### config.mk
export PLATFORM = sky130hd
export DESIGN_NAME = cycle_sequencer
export DESIGN_NICKNAME = d
export VERILOG_FILES = /design/src/rtl/cycle_sequencer_pkg.sv /design/src/rtl/cycle_cfg_check.sv /design/src/rtl/cycle_num_counter.sv /design/src/rtl/cycle_phase_fsm.sv /design/src/rtl/cycle_sequencer.sv
export SDC_FILE = /design/constraint.sdc
export NUM_CORES = 1
export LEC_CHECK = 0
export ABC_CLOCK_PERIOD_IN_PS = 8100
export CORE_ASPECT_RATIO = 0.5
export CORE_MARGIN = 2
export CORE_UTILIZATION = 50
export DETAILED_ROUTE_END_ITERATION = 16
export PLACE_DENSITY_LB_ADDON = 0.2
export RECOVER_POWER = 50
export SLEW_MARGIN = 20
export SYNTH_ARGS = -nofsm -noshare
export SYNTH_HDL_FRONTEND = slang
export SYNTH_SLANG_ARGS = --single-unit
### constraint.sdc
create_clock -name clk_i -period 8.1 [get_ports clk_i]
set_input_delay 1.215 -clock clk_i [delete_from_list [all_inputs] [get_ports clk_i]]
set_output_delay 1.215 -clock clk_i [all_outputs]
set_load 0.05 [all_outputs]
### src/rtl/cycle_sequencer_pkg.sv
package cycle_sequencer_pkg;
   typedef enum logic [2:0] {
      PH_IDLE = 3'd0,
      PH_OFFS = 3'd1,
      PH_STAT = 3'd2,
      PH_DYN  = 3'd3,
      PH_SYM  = 3'd4,
      PH_NIT  = 3'd5
   } cyc_phase_t;
endpackage

### src/rtl/cycle_cfg_check.sv
module cycle_cfg_check #(
   parameter int CNT_W = 6,
   parameter int MT_W  = 12
) (
   input  logic [CNT_W-1:0] max_cyc_i,
   input  logic [MT_W-1:0]  cyc_len_i,
   input  logic [MT_W-1:0]  static_len_i,
   input  logic [MT_W-1:0]  dyn_len_i,
   input  logic [MT_W-1:0]  sym_len_i,
   output logic             err_o
);
   localparam int SUM_W = MT_W + 2;

   logic [SUM_W-1:0] need;

   always_comb begin
      need = SUM_W'(static_len_i) + SUM_W'(dyn_len_i) + SUM_W'(sym_len_i) + SUM_W'(1);
      err_o = (max_cyc_i == '0) || (SUM_W'(cyc_len_i) < need);
   end
endmodule

### src/rtl/cycle_num_counter.sv
module cycle_num_counter #(
   parameter int CNT_W = 6
) (
   input  logic             clk_i,
   input  logic             rst_ni,
   input  logic             first_i,
   input  logic             adv_i,
   input  logic             clr_i,
   input  logic [CNT_W-1:0] max_i,
   output logic [CNT_W-1:0] cnt_o
);
   logic [CNT_W-1:0] cnt_q;

   always_ff @(posedge clk_i or negedge rst_ni) begin
      if (!rst_ni) begin
         cnt_q <= '0;
      end else if (first_i) begin
         cnt_q <= CNT_W'(1);
      end else if (adv_i) begin
         cnt_q <= (cnt_q >= max_i) ? CNT_W'(1) : cnt_q + CNT_W'(1);
      end else if (clr_i) begin
         cnt_q <= '0;
      end
   end

   assign cnt_o = cnt_q;

   AST_WRAP_TO_ONE: assert property (@(posedge clk_i) disable iff (!rst_ni)
      (adv_i && cnt_q == max_i) |=> cnt_q == CNT_W'(1));
endmodule

### src/rtl/cycle_phase_fsm.sv
module cycle_phase_fsm
   import cycle_sequencer_pkg::*;
#(
   parameter int MT_W = 12
) (
   input  logic            clk_i,
   input  logic            rst_ni,
   input  logic            go_i,
   input  logic [MT_W-1:0] offset_i,
   input  logic [MT_W-1:0] cyc_len_i,
   input  logic [MT_W-1:0] sym_len_i,
   input  logic            static_done_i,
   input  logic            dyn_done_i,
   output cyc_phase_t      phase_o,
   output logic [MT_W-1:0] mt_o,
   output logic            start_o,
   output logic            slot_rst_o,
   output logic            first_o,
   output logic            adv_o,
   output logic            stop_o
);
   cyc_phase_t      phase_q;
   logic [MT_W-1:0] mt_q;
   logic [MT_W-1:0] tmr_q;
   logic            start_q;
   logic            srst_q;
   logic            boundary;

   always_comb begin
      boundary = (phase_q == PH_NIT) &&
                 (({1'b0, mt_q} + {{MT_W{1'b0}}, 1'b1}) >= {1'b0, cyc_len_i});
      first_o  = (phase_q == PH_OFFS) && (tmr_q == '0);
      adv_o    = boundary && go_i;
      stop_o   = boundary && !go_i;
   end

   always_ff @(posedge clk_i or negedge rst_ni) begin
      if (!rst_ni) begin
         phase_q <= PH_IDLE;
         mt_q    <= '0;
         tmr_q   <= '0;
         start_q <= 1'b0;
         srst_q  <= 1'b0;
      end else begin
         start_q <= first_o || adv_o;
         srst_q  <= 1'b0;
         case (phase_q)
            PH_IDLE: begin
               if (go_i) begin
                  phase_q <= PH_OFFS;
                  tmr_q   <= offset_i;
               end
            end
            PH_OFFS: begin
               if (tmr_q == '0) begin
                  phase_q <= PH_STAT;
                  mt_q    <= '0;
               end else begin
                  tmr_q <= tmr_q - MT_W'(1);
               end
            end
            PH_STAT: begin
               mt_q <= mt_q + MT_W'(1);
               if (static_done_i) phase_q <= PH_DYN;
            end
            PH_DYN: begin
               mt_q <= mt_q + MT_W'(1);
               if (dyn_done_i) begin
                  if (sym_len_i == '0) begin
                     phase_q <= PH_NIT;
                     srst_q  <= 1'b1;
                  end else begin
                     phase_q <= PH_SYM;
                     tmr_q   <= sym_len_i - MT_W'(1);
                  end
               end
            end
            PH_SYM: begin
               mt_q <= mt_q + MT_W'(1);
               if (tmr_q == '0) begin
                  phase_q <= PH_NIT;
                  srst_q  <= 1'b1;
               end else begin
                  tmr_q <= tmr_q - MT_W'(1);
               end
            end
            PH_NIT: begin
               if (boundary) begin
                  mt_q    <= '0;
                  phase_q <= go_i ? PH_STAT : PH_IDLE;
               end else begin
                  mt_q <= mt_q + MT_W'(1);
               end
            end
            default: phase_q <= PH_IDLE;
         endcase
      end
   end

   assign phase_o    = phase_q;
   assign mt_o       = mt_q;
   assign start_o    = start_q;
   assign slot_rst_o = srst_q;

   AST_SYM_WITHIN_LEN: assert property (@(posedge clk_i) disable iff (!rst_ni)
      (phase_q == PH_SYM) |-> (tmr_q < sym_len_i));
endmodule

### src/rtl/cycle_sequencer.sv
module cycle_sequencer
   import cycle_sequencer_pkg::*;
#(
   parameter int CNT_W  = 6,
   parameter int MT_W   = 12,
   parameter bit SYM_EN = 1'b1
) (
   input  logic             clk_i,
   input  logic             rst_ni,
   input  logic             run_i,
   input  logic             halt_i,
   input  logic [CNT_W-1:0] cfg_max_cyc_i,
   input  logic [MT_W-1:0]  cfg_offset_i,
   input  logic [MT_W-1:0]  cfg_cyc_len_i,
   input  logic [MT_W-1:0]  cfg_static_len_i,
   input  logic [MT_W-1:0]  cfg_dyn_len_i,
   input  logic [MT_W-1:0]  cfg_sym_len_i,
   input  logic             static_done_i,
   input  logic             dyn_done_i,
   output logic             cycle_start_o,
   output logic [CNT_W-1:0] cycle_cnt_o,
   output logic [2:0]       phase_o,
   output logic [MT_W-1:0]  mt_o,
   output logic             slot_rst_o,
   output logic             cfg_err_o
);
   if (CNT_W < 2) begin : g_bad_cnt
      $error("CNT_W must be at least 2");
   end
   if (MT_W < 4) begin : g_bad_mt
      $error("MT_W must be at least 4");
   end

   logic [MT_W-1:0] sym_len_eff;

   if (SYM_EN) begin : g_sym
      assign sym_len_eff = cfg_sym_len_i;
   end else begin : g_nosym
      assign sym_len_eff = '0;
   end

   cyc_phase_t phase_w;
   logic       err_w;
   logic       go_w;
   logic       first_w;
   logic       adv_w;
   logic       stop_w;

   assign go_w = run_i && !halt_i && !err_w;

   cycle_cfg_check #(.CNT_W(CNT_W), .MT_W(MT_W)) u_check (
      .max_cyc_i   (cfg_max_cyc_i),
      .cyc_len_i   (cfg_cyc_len_i),
      .static_len_i(cfg_static_len_i),
      .dyn_len_i   (cfg_dyn_len_i),
      .sym_len_i   (sym_len_eff),
      .err_o       (err_w)
   );

   cycle_phase_fsm #(.MT_W(MT_W)) u_fsm (
      .clk_i        (clk_i),
      .rst_ni       (rst_ni),
      .go_i         (go_w),
      .offset_i     (cfg_offset_i),
      .cyc_len_i    (cfg_cyc_len_i),
      .sym_len_i    (sym_len_eff),
      .static_done_i(static_done_i),
      .dyn_done_i   (dyn_done_i),
      .phase_o      (phase_w),
      .mt_o         (mt_o),
      .start_o      (cycle_start_o),
      .slot_rst_o   (slot_rst_o),
      .first_o      (first_w),
      .adv_o        (adv_w),
      .stop_o       (stop_w)
   );

   cycle_num_counter #(.CNT_W(CNT_W)) u_cnt (
      .clk_i  (clk_i),
      .rst_ni (rst_ni),
      .first_i(first_w),
      .adv_i  (adv_w),
      .clr_i  (stop_w),
      .max_i  (cfg_max_cyc_i),
      .cnt_o  (cycle_cnt_o)
   );

   assign phase_o   = phase_w;
   assign cfg_err_o = err_w;

   AST_START_HAS_NUMBER: assert property (@(posedge clk_i) disable iff (!rst_ni)
      cycle_start_o |-> (cycle_cnt_o != '0));
   AST_SLOT_RST_IN_NIT: assert property (@(posedge clk_i) disable iff (!rst_ni)
      slot_rst_o |-> (phase_w == PH_NIT));
   AST_START_THEN_SEG: assert property (@(posedge clk_i) disable iff (!rst_ni)
      cycle_start_o |=> (phase_w == PH_STAT || phase_w == PH_DYN));
   AST_IDLE_NO_NUMBER: assert property (@(posedge clk_i) disable iff (!rst_ni)
      (phase_w == PH_IDLE) |-> (cycle_cnt_o == '0));
endmodule

==> summary.txt, run 1 <==
Run status
  • Status: complete, but fails checks
  • Failing checks: max-capacitance violations, max-slew violations

STA
  • Hold Violations, Final: 0
  • Min setup slack post-route: 829.7 ps
  • Max Clock Freq: 0.1375 GHz
  • Setup violations, final: 0
  • Setup TNS: 0 ps
  • RSZ-0062 raised after global routing: false
  • Final Skew: 4.504 ps
  • Max transition margin: -38.24%
  • Slew @ Worst Pin: 2074 ps
  • Max-slew violations: 36
  • Tcrit/Tclk final: 89.76%
  • Post-layout min period: 7270 ps

CTS
  • Clk root buf: clkbuf_16
  • Clk Latency, worst-skew pair: 290 ps
  • CTS clock-pin slew for the worst setup and hold paths: 60 ps
  • CTS Buf Count: 5
  • # hold bufs at CTS: 0
  • Max clock buf depth: 2
  • Sink Count: 35
  • Setup bufs post-CTS: 0
  • TritonCTS clock tree: built
  • # H-tree levels: 2
  • Post-CTS sizing: 0

Finish
  • Area growth syn-to-layout: 29.11%
  • Layout net count: 724
  • Ratio of cells with drive above 1 in the final layout: 5.236%
  • Most frequent cells in the layout: clkdlybuf4s50_1 (82), ha_1 (59), nand2_1 (41)
  • Commonest non-fill, non-tap cell in the layout: clkdlybuf4s50_1
  • Antenna Cells: 0
  • Filler instances: 722

Pwr
  • Net Switching: 642.6 uW
  • Lkg Pwr: 0.002401 uW
  • P_int: 740.6 uW
  • Max IR drop VDD: 105.7 uV
  • Flop pwr share: 22.1%
  • PwrDens: 261.0 nW/um2
  • Clk pwr share: 14.1%
  • Switch share: 46.46%
  • Logic pwr share: 63.9%

Floorplanning
  • DIE WIDTH: 132.1 um
  • Starting Density: 51.50%
  • Top-Level Pins: 96
  • Total die area: 8995 um2
  • Die Y: 68.07 um
  • FP Rows: 23
  • Core Box Area: 7971 um2

Global routing
  • Largest net degree at the start of global routing: 36
  • Top Usage Layer GRT: met2
  • GRT met1 Usage: 35.33%
  • Vias in the first global route: 3,712
  • Initial antenna violation count: 0
  • Met2 Use GR: 39.00%
  • GRT Util Overall: 25.03%
  • Grt met3 use: 5.333%
  • GR Overflow Total: 0
  • First-pass GRT wire length: 17.84 mm

Setup path
  • Top delay family on crit path: compound AO/OA/AOI/OAI gates
  • WP data arrival: 6060 ps
  • CP startpoint kind: input port
  • Critical setup path kind: in2out
  • Crit. End Element: output pin
  • Number of buffers and inverters on the critical path: 3
  • Critical path's largest stage delay: 700 ps
  • CP cell instances: clkdlybuf4s50_1, ha_1, inv_1, fa_1, nor2b_1, o31a_1, o21a_1, nor2_1, xnor2_1, ha_1, or3_1, o2111a_1, and2b_1, nand2_1, nand2_1, xor2_1, ha_1, o21a_1, o32ai_1, a211o_1, a21oi_1, nand2_1, clkdlybuf4s50_1
  • Worst Path Max Fanout: 6
  • Crit-path slowest cell: clkdlybuf4s50_1
  • Worst R2R Path Depth: 14
  • CP required: 6880 ps
  • Crit. path cell count: 23

Place
  • IO Port Bufs: 95
  • Routability Congestion: 0.8921
  • Dpl hpwl: 8.444 mm
  • Post-Place Worst Slack: 846.9 ps

Synth
  • Post-synthesis cell count: 499
  • Post-synth EDFFs: 0
  • Synth async-reset ratio: 100.0%
  • Synth Net Count: 632
  • Synth warn: 0
  • Mean Syn Cell Area: 8.227 um2
  • Syn Std Cell Area: 4105 um2
  • Post-synthesis sequential area ratio: 21.33%
  • Yosys cell types: 57
  • Number of synthesized register bits: 35
  • Synth Flop Type: dfrtp_1

Min path
  • Cell depth of the worst hold path: 1
  • Worst min path class: reg2reg

Drt
  • Routed WL: 10.70 mm
  • Detailed Routing Iterations Pass 1: 5
  • DRC Markers: 0
  • Post-route ant nets: 0
  • Initial DRC Count: 322
  • Vias per cell: 5.580
  • DR WL/cell: 15.20 um
  • Vias: 3,928

Job
  • Max-cap violations: 1
-- state kept, by name (all words and copies together), names as in the netlist --
name,flops
u_fsm.tmr_q,12
u_fsm.phase_o,3
u_fsm.mt_o,12
u_fsm.slot_rst_o,1
u_cnt.cnt_o,6
u_fsm.start_o,1
-- through the flow --
stage	hold WS, ps	util (%)	std cells	area [um2]	power, uW
6_report	537.6	66.49	704	5300	1383
5_1_grt	578.9	66.49	704	5300	1499
4_1_cts	537.4	66.54	704	5304	1382
3_5_place_dp	524.7	64.76	696	5162	1177
3_3_place_gp	517.4	64.76	696	5162	1159
2_1_floorplan	504.3	-	499	4105	959.4
-- power by group through the flow --
| stage | combinational, uW | clock [uW] | sequential, uW |
|---|---|---|---|
| after floorplan | 614 | 0 | 346 |
| after global placement | 855 | 0 | 303 |
| after detailed placement | 872 | 0 | 305 |
| after CTS | 883 | 196 | 302 |
| after global routing | 982 | 203 | 315 |
| final | 883 | 195 | 305 |
-- path summary, 6_finish.rpt --
check	start	endpoint	slack (ps)
max	cfg_static_len_i[0]	cfg_err_o	830
min	u_fsm.tmr_q[10]$_DFFE_PN0P_	u_fsm.tmr_q[10]$_DFFE_PN0P_	540
max reg2reg	u_fsm.mt_o[0]$_DFFE_PN0P_	u_fsm.mt_o[5]$_DFFE_PN0P_	4760
min reg2reg	u_fsm.tmr_q[10]$_DFFE_PN0P_	u_fsm.tmr_q[10]$_DFFE_PN0P_	540
max in group asynchronous	rst_ni	u_fsm.mt_o[7]$_DFFE_PN0P_	4850
min in group asynchronous	rst_ni	u_fsm.tmr_q[3]$_DFFE_PN0P_	2060
-- routing by layer --
| metal | up-vias | part of all wire (%) |
|---|---|---|
| met5 | - | 0 |
| met4 | 0 | 0.95 |
| met3 | 9 | 7.1 |
| met2 | 119 | 41 |
| met1 | 1809 | 51 |
| li1 | 1991 | - |
-- synth_stat cells, types with 13 or more instances --
cell type / number / area share (%)
nor2_1: 40 / 3.7
nand2_1: 41 / 3.7
a21o_1: 13 / 2.4
o21ai_0: 30 / 3.7
xnor2_1: 25 / 5.3
mux2i_1: 13 / 3.2
a21oi_1: 35 / 4.3
mux2_2: 15 / 4.1
xor2_1: 15 / 3.2
dfrtp_1: 35 / 21
nand3_1: 14 / 1.7
inv_1: 33 / 3.0
ha_1: 59 / 18
nor3_1: 20 / 2.4
-- worst reg2reg max path, stage by stage (launching register included) --
cell and delay (ps):
dfrtp_1 450, ha_1 280, nand4_1 180, nor2_1 230, nand2_1 110, xnor2_1 150
ha_1 270, o21ai_0 80, a22oi_1 180, o211ai_1 100, o21ai_0 200, and2_1 260
o21a_1 360, o21ai_0 160, a21o_1 200
-- layout make-up --
type | instances | area, um2 | share of cell area [%]
Multi-Input combinational cell | 418 | 3049 | 57.53
Timing Repair Buffer | 98 | 969.7 | 18.30
Sequential cell | 35 | 875.8 | 16.53
Clock inverter | 2 | 12.51 | 0.2361
Clock buffer | 6 | 128.9 | 2.432
Tap cell | 112 | 140.1 | 2.644
Inverter | 33 | 123.9 | 2.337
-- cells by family after synthesis --
logic type | Yosys count | share of synthesized area (%)
buffers and inverters | 46 | 4.450
muxes | 29 | 7.558
AOI/OAI and AO/OA | 134 | 21.40
and+or+nand+nor | 154 | 17.77
adders and majority gates | 61 | 18.96
DFF | 35 | 21.33
xor gates and xnor gates | 40 | 8.534
(Power assumes the default switching activity.)
==> run 2: changes to the inputs <==
--- a/config.mk
+++ b/config.mk
@@ -12,7 +12,7 @@
 export DETAILED_ROUTE_END_ITERATION = 16
 export PLACE_DENSITY_LB_ADDON = 0.2
 export RECOVER_POWER = 50
-export SLEW_MARGIN = 20
+export SKIP_CTS_REPAIR_TIMING = 1
 export SYNTH_ARGS = -nofsm -noshare
 export SYNTH_HDL_FRONTEND = slang
 export SYNTH_SLANG_ARGS = --single-unit
==> results of run 2 <==
The final DEF is identical to that of run 1; final timing and power are the same.
==> run 3: changes to the inputs <==
--- a/config.mk
+++ b/config.mk
@@ -9,8 +9,9 @@
 export CORE_ASPECT_RATIO = 0.5
 export CORE_MARGIN = 2
 export CORE_UTILIZATION = 50
+export CTS_CLUSTER_SIZE = 24
 export DETAILED_ROUTE_END_ITERATION = 16
-export PLACE_DENSITY_LB_ADDON = 0.2
+export PLACE_DENSITY_LB_ADDON = 0.3
 export RECOVER_POWER = 50
 export SKIP_CTS_REPAIR_TIMING = 1
 export SYNTH_ARGS = -nofsm -noshare
==> run 3 against run 2 <==
Compared with the run above: the flow still finishes with violations (max-capacitance violations, max-slew violations); clock power hardly changed; flip-flop and latch count unchanged; die area is the same; setup slack lost 51 ps; count of clock-buffer cells in the layout stayed put; critical path type unchanged.
==> summary.txt, run 3 (synthesized netlist as in run 1, its figures left out) <==
Run status
  • Status: complete, but fails checks
  • Failing checks: max-capacitance violations, max-slew violations

Setup path
  • Critical setup path kind: in2out
  • Crit. End Element: output pin
  • Critical path's largest stage delay: 700 ps (about the same)
  • CP cell instances: clkdlybuf4s50_1, ha_1, inv_1, fa_1, nor2b_1, o21ai_0, a21oi_1, ha_1, a21o_1, or3_1, o2111a_1, and2b_1, nand2_1, nand2_1, xor2_1, ha_1, o21a_1, o32ai_1, a211o_1, a21oi_1, nand2_1, clkdlybuf4s50_1
  • Reg2reg end: u_cnt.cnt_o[3]$_DFFE_PN0P_
  • Worst r2r src: u_fsm.mt_o[0]$_DFFE_PN0P_
  • Worst R2R Path Depth: 14 (unchanged)
  • CP required: 6880 ps (about the same)
  • WP data arrival: 6110 ps (+50 ps)
  • Crit-path slowest cell: clkdlybuf4s50_1
  • Worst R2R Setup Slack: 4780 ps (+20 ps)
  • Worst Path Max Fanout: 3 (-3)
  • CP startpoint kind: input port

STA
  • Setup TNS: 0 ps (unchanged)
  • Final Skew: 3.475 ps (-1.029 ps)
  • RSZ-0062 raised after global routing: false
  • Max-slew violations: 36 (unchanged)
  • Slew @ Worst Pin: 2026 ps (-48.07 ps)
  • Setup violations, final: 0 (unchanged)
  • Max Clock Freq: 0.1366 GHz (-0.69%)
  • Fin Hold WS: 546.2 ps (+8.663 ps)
  • Max transition margin: -35.04% (+3.2 points)
  • Hold Violations, Final: 0 (unchanged)
  • Post-layout min period: 7321 ps (+50.76 ps)
  • Tcrit/Tclk final: 90.38% (+0.63 points)

CTS
  • Clk Latency, worst-skew pair: 290 ps (about the same)
  • CTS Buf Count: 5 (unchanged)
  • Max clock buf depth: 2 (unchanged)
  • Sink Count: 35 (unchanged)
  • CTS clock-pin slew for the worst setup and hold paths: 60 ps (about the same)
  • TritonCTS clock tree: built
  • Clk root buf: clkbuf_16
  • # H-tree levels: 2 (unchanged)

Drt
  • DR WL/cell: 14.89 um (-2.0%)
  • Initial DRC Count: 316 (-1.9%)
  • Routed WL: 10.48 mm (-2.0%)
  • DRC Markers: 0 (unchanged)
  • Vias per cell: 5.609 (+0.53%)
  • Post-route ant nets: 0 (unchanged)
  • Vias: 3,949 (+0.53%)
  • Detailed Routing Iterations Pass 1: 5 (unchanged)

Min path
  • Worst min path class: reg2reg
  • Worst Hold Launch: u_fsm.tmr_q[1]$_DFFE_PN0P_
  • WHS Endpoint: u_fsm.tmr_q[1]$_DFFE_PN0P_
  • Cell depth of the worst hold path: 1 (unchanged)

Floorplanning
  • FP Rows: 23 (unchanged)
  • DIE WIDTH: 132.1 um (unchanged)
  • Total die area: 8995 um2 (unchanged)
  • Die Y: 68.07 um (unchanged)
  • Top-Level Pins: 96 (unchanged)
  • Core Box Area: 7971 um2 (unchanged)
  • Starting Density: 51.50% (unchanged)

Finish
  • Commonest non-fill, non-tap cell in the layout: clkdlybuf4s50_1
  • Layout net count: 724 (unchanged)
  • Antenna Cells: 0 (unchanged)
  • Ratio of cells with drive above 1 in the final layout: 5.236% (unchanged)
  • Area growth syn-to-layout: 29.11% (unchanged)
  • Most frequent cells in the layout: clkdlybuf4s50_1 (82), ha_1 (59), nand2_1 (41)

Pwr
  • Flop pwr share: 22.1% (about the same)
  • Net Switching: 640.2 uW (-0.37%)
  • P_int: 740.5 uW (about the same)
  • Logic pwr share: 63.9% (about the same)
  • PwrDens: 260.5 nW/um2 (-0.18%)
  • Max IR drop VDD: 120.1 uV (+14%)
  • Clk pwr share: 14.0% (about the same)
  • Lkg Pwr: 0.002403 uW (+0.11%)
  • Switch share: 46.37% (-0.091 points)

Global routing
  • Largest net degree at the start of global routing: 36 (unchanged)
  • First-pass GRT wire length: 17.31 mm (-3.0%)
  • GR Overflow Total: 0 (unchanged)
  • Vias in the first global route: 3,572 (-3.8%)
  • GRT Util Overall: 23.97% (-1.1 points)
  • Initial antenna violation count: 0 (unchanged)

Job
  • Max-cap violations: 1 (unchanged)

Place
  • IO Port Bufs: 95 (unchanged)
  • Dpl hpwl: 8.256 mm (-2.2%)
  • Routability Congestion: 0.9126 (+2.3%)
## run 3: final cells by class
cell class | instances | area, um2
Clock buffer | 6 | 128.9
Fill cell | 699 | 2671
Sequential cell | 35 | 875.8
Tap cell | 112 | 140.1
Timing Repair Buffer | 98 | 969.7
Multi-Input combinational cell | 418 | 3049
Clock inverter | 2 | 12.51
Inverter | 33 | 123.9
## run 3: metal layers
layer	vias to the layer above	global-route usage, %	routed length (um)
met4	0	4.620	78
met5	-	0	0
li1	2004	-	-
met2	140	36.46	4333
met1	1794	35.33	5366
met3	11	4.815	704
## run 3: worst max-delay path by stage
stage	depth (start not counted)	end	slack, ps	start
after floorplan	21	cfg_err_o	2100	cfg_static_len_i[0]
after global placement	23	cfg_err_o	970	cfg_static_len_i[0]
after detailed placement	22	cfg_err_o	820	cfg_static_len_i[0]
after CTS	22	cfg_err_o	800	cfg_static_len_i[0]
after global routing	22	cfg_err_o	540	cfg_dyn_len_i[0]
final	22	cfg_err_o	780	cfg_static_len_i[0]
## run 3: stage by stage
| stage | total power (uW) | std cells | setup slack [ps] | instance area, um2 | util [%] |
|---|---|---|---|---|---|
| CTS | 1378 | 704 | 801.5 | 5304 | 66.54 |
| global placement | 1155 | 696 | 968.4 | 5162 | 64.76 |
| floorplan | 959.4 | 499 | 2104 | 4105 | - |
| global route | 1489 | 704 | 535.5 | 5300 | 66.49 |
| detailed placement | 1177 | 696 | 824.0 | 5162 | 64.76 |
| finish | 1381 | 704 | 778.9 | 5300 | 66.49 |
## run 3: power groups by stage
stage	Sequential, uW	Combinational [uW]	Clock [uW]
2_1_floorplan	346	614	0
3_3_place_gp	303	852	0
3_5_place_dp	304	872	0
4_1_cts	302	881	195
5_1_grt	314	972	202
6_report	305	883	193
## run 3: critical path: cells and delay by family
kind | cells | cell delay, ps
xor+xnor | 1 | 70
buf+inv | 3 | 1220
simple gates | 6 | 950
fa+ha+maj | 4 | 1150
compound gates | 8 | 1490
